## src/rtl/dma_irq_pkg.sv

```systemverilog
package dma_irq_pkg;
  localparam int unsigned BUS_W = 32;
  localparam int unsigned OFS_W = 8;

  localparam logic [OFS_W-1:0] OFS_CMD  = 8'h00;
  localparam logic [OFS_W-1:0] OFS_CNT  = 8'h10;
  localparam logic [OFS_W-1:0] OFS_STAT = 8'h14;

  localparam int unsigned BIT_ERR  = 0;
  localparam int unsigned BIT_ABT  = 1;
  localparam int unsigned BIT_DONE = 3;
  localparam int unsigned BIT_CORE = 4;
  localparam int unsigned BIT_IEN  = 7;

  typedef struct packed {
    logic core;
    logic done;
    logic abt;
    logic err;
  } stat_t;
endpackage

```

## src/rtl/dma_stat_reg.sv

```systemverilog
module dma_stat_reg
  import dma_irq_pkg::*;
(
  input  logic  clk_i,
  input  logic  rst_ni,
  input  logic  core_irq_i,
  input  logic  set_done_i,
  input  logic  set_err_i,
  input  logic  set_abt_i,
  input  logic  clr_done_i,
  input  logic  clr_err_i,
  input  logic  clr_abt_i,
  output stat_t stat_q_o,
  output stat_t stat_d_o
);
  stat_t stat_q, stat_d;

  // set dominates clear
  always_comb begin
    stat_d.core = core_irq_i;
    stat_d.done = set_done_i | (stat_q.done & ~clr_done_i);
    stat_d.err  = set_err_i  | (stat_q.err  & ~clr_err_i);
    stat_d.abt  = set_abt_i  | (stat_q.abt  & ~clr_abt_i);
  end

  always_ff @(posedge clk_i or negedge rst_ni) begin
    if (!rst_ni) stat_q <= '0;
    else         stat_q <= stat_d;
  end

  assign stat_q_o = stat_q;
  assign stat_d_o = stat_d;

  p_core_mirror_r1: assert property (@(posedge clk_i) disable iff (!rst_ni)
    core_irq_i |=> stat_q.core);
  p_core_drop_r1: assert property (@(posedge clk_i) disable iff (!rst_ni)
    !core_irq_i |=> !stat_q.core);
  p_done_wins_r8: assert property (@(posedge clk_i) disable iff (!rst_ni)
    set_done_i |=> stat_q.done);
  p_err_abt_set_r9: assert property (@(posedge clk_i) disable iff (!rst_ni)
    (set_err_i && set_abt_i) |=> (stat_q.err && stat_q.abt));
endmodule

```

## src/rtl/dma_cmd_cnt.sv

```systemverilog
module dma_cmd_cnt #(
  parameter int unsigned W = 32
) (
  input  logic         clk_i,
  input  logic         rst_ni,
  input  logic         cmd_we_i,
  input  logic         cnt_we_i,
  input  logic [W-1:0] wdata_i,
  input  logic         done_i,
  input  logic [$clog2(W)-1:0] ien_bit_i,
  output logic [W-1:0] cmd_q_o,
  output logic         ien_d_o,
  output logic [W-1:0] cnt_q_o,
  output logic         cnt_clr_o
);
  logic [W-1:0] cmd_q, cmd_d, cnt_q;
  logic         clr_q;

  assign cmd_d   = cmd_we_i ? wdata_i : cmd_q;
  assign ien_d_o = cmd_d[ien_bit_i];

  always_ff @(posedge clk_i or negedge rst_ni) begin
    if (!rst_ni) begin
      cmd_q <= '0;
      cnt_q <= '0;
      clr_q <= 1'b0;
    end else begin
      cmd_q <= cmd_d;
      clr_q <= done_i;
      if (done_i)        cnt_q <= '0;   // completion beats a count write
      else if (cnt_we_i) cnt_q <= wdata_i;
    end
  end

  assign cmd_q_o   = cmd_q;
  assign cnt_q_o   = cnt_q;
  assign cnt_clr_o = clr_q;

  p_cnt_zero_r4: assert property (@(posedge clk_i) disable iff (!rst_ni)
    done_i |=> (cnt_q == '0 && cnt_clr_o));
  p_cnt_pulse_r4: assert property (@(posedge clk_i) disable iff (!rst_ni)
    !done_i |=> !cnt_clr_o);
endmodule

```

## src/rtl/dma_irq_out.sv

```systemverilog
module dma_irq_out
  import dma_irq_pkg::*;
(
  input  logic  clk_i,
  input  logic  rst_ni,
  input  stat_t stat_d_i,
  input  logic  ien_d_i,
  output logic  irq_o
);
  logic irq_q;

  // evaluated from next-state so the line moves on the same edge as the registers
  always_ff @(posedge clk_i or negedge rst_ni) begin
    if (!rst_ni) irq_q <= 1'b0;
    else         irq_q <= stat_d_i.core | (stat_d_i.done & ien_d_i);
  end

  assign irq_o = irq_q;
endmodule

```

## src/rtl/dma_irq_comb.sv

```systemverilog
module dma_irq_comb
  import dma_irq_pkg::*;
#(
  parameter int unsigned DW = BUS_W,
  parameter int unsigned AW = OFS_W
) (
  input  logic          clk_i,
  input  logic          rst_ni,
  input  logic [AW-1:0] addr_i,
  input  logic [DW-1:0] wdata_i,
  input  logic          wr_i,
  input  logic          rd_i,
  output logic [DW-1:0] rdata_o,
  input  logic          scsi_irq_i,
  input  logic          xfer_done_i,
  input  logic          err_i,
  input  logic          abort_i,
  input  logic          rd_keep_i,
  output logic          irq_o,
  output logic          cnt_clr_o
);
  localparam int unsigned BW = $clog2(DW);
  localparam logic [BW-1:0] IEN_IDX = BW'(BIT_IEN);

  logic sel_cmd, sel_cnt, sel_stat;
  logic wr_stat, rd_clr;
  logic [DW-1:0] cmd_q, cnt_q, stat_word;
  logic ien_d;
  stat_t stat_q, stat_d;

  assign sel_cmd  = (addr_i == AW'(OFS_CMD));
  assign sel_cnt  = (addr_i == AW'(OFS_CNT));
  assign sel_stat = (addr_i == AW'(OFS_STAT));
  assign wr_stat  = wr_i & sel_stat;
  assign rd_clr   = rd_i & sel_stat & ~rd_keep_i;

  dma_stat_reg u_stat (
    .clk_i      (clk_i),
    .rst_ni     (rst_ni),
    .core_irq_i (scsi_irq_i),
    .set_done_i (xfer_done_i),
    .set_err_i  (err_i),
    .set_abt_i  (abort_i),
    .clr_done_i ((wr_stat & wdata_i[BIT_DONE]) | rd_clr),
    .clr_err_i  ((wr_stat & wdata_i[BIT_ERR])  | rd_clr),
    .clr_abt_i  ((wr_stat & wdata_i[BIT_ABT])  | rd_clr),
    .stat_q_o   (stat_q),
    .stat_d_o   (stat_d)
  );

  dma_cmd_cnt #(.W(DW)) u_cmd (
    .clk_i     (clk_i),
    .rst_ni    (rst_ni),
    .cmd_we_i  (wr_i & sel_cmd),
    .cnt_we_i  (wr_i & sel_cnt),
    .wdata_i   (wdata_i),
    .done_i    (xfer_done_i),
    .ien_bit_i (IEN_IDX),
    .cmd_q_o   (cmd_q),
    .ien_d_o   (ien_d),
    .cnt_q_o   (cnt_q),
    .cnt_clr_o (cnt_clr_o)
  );

  dma_irq_out u_irq (
    .clk_i    (clk_i),
    .rst_ni   (rst_ni),
    .stat_d_i (stat_d),
    .ien_d_i  (ien_d),
    .irq_o    (irq_o)
  );

  always_comb begin
    stat_word           = '0;
    stat_word[BIT_ERR]  = stat_q.err;
    stat_word[BIT_ABT]  = stat_q.abt;
    stat_word[BIT_DONE] = stat_q.done;
    stat_word[BIT_CORE] = stat_q.core;
  end

  always_comb begin
    rdata_o = '0;
    if (sel_cmd)  rdata_o = cmd_q;
    if (sel_cnt)  rdata_o = cnt_q;
    if (sel_stat) rdata_o = stat_word;
  end

  p_irq_combine_r2: assert property (@(posedge clk_i) disable iff (!rst_ni)
    irq_o == (stat_q.core | (stat_q.done & cmd_q[BIT_IEN])));
  p_irq_gate_r3: assert property (@(posedge clk_i) disable iff (!rst_ni)
    (!cmd_q[BIT_IEN] && !stat_q.core) |-> !irq_o);
  p_wr_keeps_core_r5: assert property (@(posedge clk_i) disable iff (!rst_ni)
    (wr_stat && scsi_irq_i && stat_q.core) |=> stat_q.core);
  p_rd_clear_r6: assert property (@(posedge clk_i) disable iff (!rst_ni)
    (rd_i && sel_stat && !rd_keep_i && !xfer_done_i && !err_i && !abort_i)
      |=> (!stat_q.err && !stat_q.abt && !stat_q.done));
  p_rd_noeffect_r7: assert property (@(posedge clk_i) disable iff (!rst_ni)
    (rd_i && sel_stat && rd_keep_i && !wr_i && !xfer_done_i && !err_i && !abort_i)
      |=> $stable({stat_q.err, stat_q.abt, stat_q.done}));
endmodule

```

## config.mk

```make
export PLATFORM = sky130hd
export DESIGN_NAME = dma_irq_comb
export DESIGN_NICKNAME = d
export VERILOG_FILES = /design/src/rtl/dma_irq_pkg.sv /design/src/rtl/dma_stat_reg.sv /design/src/rtl/dma_cmd_cnt.sv /design/src/rtl/dma_irq_out.sv /design/src/rtl/dma_irq_comb.sv
export SDC_FILE = /design/constraint.sdc
export NUM_CORES = 1
export LEC_CHECK = 0
export BUFFER_PORTS_ARGS = -buffer_cell sky130_fd_sc_hd__buf_2
export CORE_UTILIZATION = 40
export CTS_BUF_LIST = sky130_fd_sc_hd__clkbuf_4
export DETAILED_ROUTE_END_ITERATION = 7
export PLACE_DENSITY = 0.61
export SLEW_MARGIN = 20
export SYNTH_ARGS = -nofsm -noshare
export SYNTH_HDL_FRONTEND = slang
export SYNTH_SLANG_ARGS = --single-unit
```

## constraint.sdc

```tcl
create_clock -name clk_i -period 1.5 [get_ports clk_i]
set_input_delay 0.225 -clock clk_i [delete_from_list [all_inputs] [get_ports clk_i]]
set_output_delay 0.225 -clock clk_i [all_outputs]
set_load 0.005 [all_outputs]
```

==> metrics.cfg <==
[critical_path]
crit_start=addr_i[3]
rrSetupSlack_ns=0.59
r2r-start=u_stat.stat_q_o[2]$_DFF_PN0_
worstPathRequired_ns=1.27
critPathKind=primary input to primary output
critPathMaxFanout=8
startpoint_type=primary input
cp-end-kind=primary output
crit_arrival_ns=1.38

[timing]
hold_slack_ns=0.03505
setup_viol=32
min_period_ns=1.604
finalCritPeriodShare=1.069
worst_slew_margin_rel=0.4009
rsz0062_at_grt=yes
skew_ns=0.008869
finalWorstSetupSlack_ns=-0.1041
worst_pin_slew_ns=0.8966
setup_tns_ns=-2.172
slew_viol_final=0
hold_viol=0
fmax_mhz=623.4

[cells_and_area]
layout.nets=374
area_delta_synth_final_pct=37.29
diodes=0
final_core_util=0.5676
fin_cells=428
fillers=646
drive_gt1_frac=0.4924

[run]
drv_cap=0

[power_and_ir_drop]
intPower_mw=2.727
p_comb_frac=0.074
power.density_nw_per_um2=866.9
power.share.clock=0.376
ir_drop_v=0.0006953
seqPwrFrac=0.550
power.total_mw=3.550
p_switching_mw=0.8237
power.leakage_nw=2.106
p_sw_frac=0.2320

[drt]
first_pass_iters=4
drc=0
wl_per_cell_um=17.79
drt_iter0_drc=89
wl_mm=7.613
routed_via_density=5.355
num_vias=2292
ant_nets=0

[place]
gp_congestion=0.7522
dp.cells=397
io_buffer_count=82
hpwl_mm=4.359

[global_routing]
grt_pass1_wl_mm=11.49
grt_max_degree=34
grt-ovfl-total=0
antenna_found_initial=0
grt_usage=0.2004
grt_pass1_vias=2334

[yosys]
synth_seq_cells=70
synth_area_um2=2983
seq_area_frac_synth=0.5872
yosys_warnings=0
synth_fp_nets=270
syn_inst=221
synthDistinctLibCells=23
avgSynthCellArea_um2=13.50

[floorplanning]
die_w_um=88.36
die_h_um=88.36
io_pins=83
rows=31
dieArea_um2=7807
start_util=0.4135
core-area_um2=7214

[clock_tree]
clock-root-buffer=clkbuf_4
clock_latency_ns=0.41
clock-sinks=70
cts_buffer_depth=2
clk_pin_slew_ns=0.12
cts_buffers=9
htreeDepth=3
cts_tree=built

[status]
status=finished, violations left
violations=setup timing

[min_path]
min_path_type=primary input to flip-flop
worstHoldStart=wdata_i[19]

layout by cell type (no fill, tap or decap), drive strengths merged:
cell type and instances:
a21o 1, clkbuf 14, nor4b 1, or2 1, a21oi 3, nand2b 1
clkinv 2, a22o 60, nand2 16, and2 2, and4b 1, a31oi 1
clkinvlp 2, nand3 3, dlygate4sd3 5, nor2 3, a2bb2oi 1, nor4 2
mux2 31, dfrtp 70, bufinv 2, buf 102, a22oi 4, a21boi 1
final timing paths:
path	end	cells after the start
max in group asynchronous	u_cmd.cmd_q_o[17]$_DFFE_PN0P_	3
min reg2reg	u_cmd.cmd_q_o[23]$_DFFE_PN0P_	1
min	u_cmd.cnt_q_o[19]$_DFFE_PN0P_	2
min in group asynchronous	u_cmd.cmd_q_o[10]$_DFFE_PN0P_	2
max reg2reg	u_irq.irq_o$_DFF_PN0_	3
max	rdata_o[6]	6
state kept, by name, indices dropped and copies added (netlist names):
name and cells:
u_irq.irq_o 1, u_stat.stat_q_o 4, u_cmd.cmd_q_o 32, u_cmd.cnt_clr_o 1, u_cmd.cnt_q_o 32
critical path, stage by stage:
cell and delay, ns:
buf_8 0.10, nor4_4 0.30, and2_4 0.30, clkbuf_16 0.19
a22o_1 0.14, buf_2 0.11
power groups by stage:
stage	Combinational (mW)	Clock (mW)	Sequential, mW
floorplan	0.0761	0	1.99
global placement	0.224	0	1.99
detailed placement	0.227	0	1.99
CTS	0.254	1.37	1.95
global route	0.288	1.47	1.96
finish	0.261	1.33	1.95
cells in the mapped netlist:
cell type  instances  share of area
a21boi_0           1         0.0025
a21o_1             1         0.0025
a21oi_1            2         0.0034
a21oi_2            1         0.0029
a22o_1            60           0.18
a22oi_1            4          0.010
a2bb2oi_1          1         0.0029
a31oi_1            1         0.0021
and2_1             2         0.0042
and4b_1            1         0.0034
buf_2             16          0.027
buf_6              3          0.011
dfrtp_1           70           0.59
mux2_1             3          0.011
mux2_2            28           0.11
nand2_1           16          0.020
nand2b_1           1         0.0021
nand3_1            3         0.0050
nor2_1             3         0.0038
nor4_1             1         0.0021
nor4_4             1         0.0071
nor4b_2            1         0.0050
or2_2              1         0.0021
through the flow:
step,setup slack [ns],instance area [um2]
after floorplan,0.1180,2983
after CTS,-0.06841,3910
final,-0.1041,4095
after detailed placement,-0.3135,3563
after global placement,-0.2785,3563
after global routing,-0.1836,4095
what timing repair did:
item,CTS,global route
resized for setup,23,12
gates cloned,1,6
setup endpoints to repair,32,32
hold endpoints to repair,30,0
pin swaps,9,30
setup buffers,3,1
hold buffers,5,0
layer usage:
| layer | GRT usage | part of all wire |
|---|---|---|
| met4 | 0.04839 | 0.013 |
| met1 | 0.2492 | 0.43 |
| met3 | 0.07556 | 0.064 |
| met5 | 0 | 0 |
| met2 | 0.3315 | 0.50 |
logic make-up (layout without fill, tap and decap cells):
| family | Yosys count | count (layout) | synth area share |
|---|---|---|---|
| AO/OA/AOI/OAI | 71 | 71 | 0.2026 |
| AND/OR/NAND/NOR | 30 | 30 | 0.05495 |
| flip-flops | 70 | 70 | 0.5872 |
| buffers and inverters | 19 | 127 | 0.03817 |
| multiplexers | 31 | 31 | 0.1170 |
layout make-up:
| class | instances | area, um2 | area share |
|---|---|---|---|
| sequential | 70 | 1752 | 0.4277 |
| multi-input combinational | 132 | 1181 | 0.2884 |
| timing repair buffer | 112 | 883.3 | 0.2157 |
| tap | 99 | 123.9 | 0.03025 |
| clock inverter | 6 | 87.58 | 0.02139 |
| clock buffer | 9 | 67.56 | 0.01650 |
No activity file was read; power rests on OpenSTA's default activity.
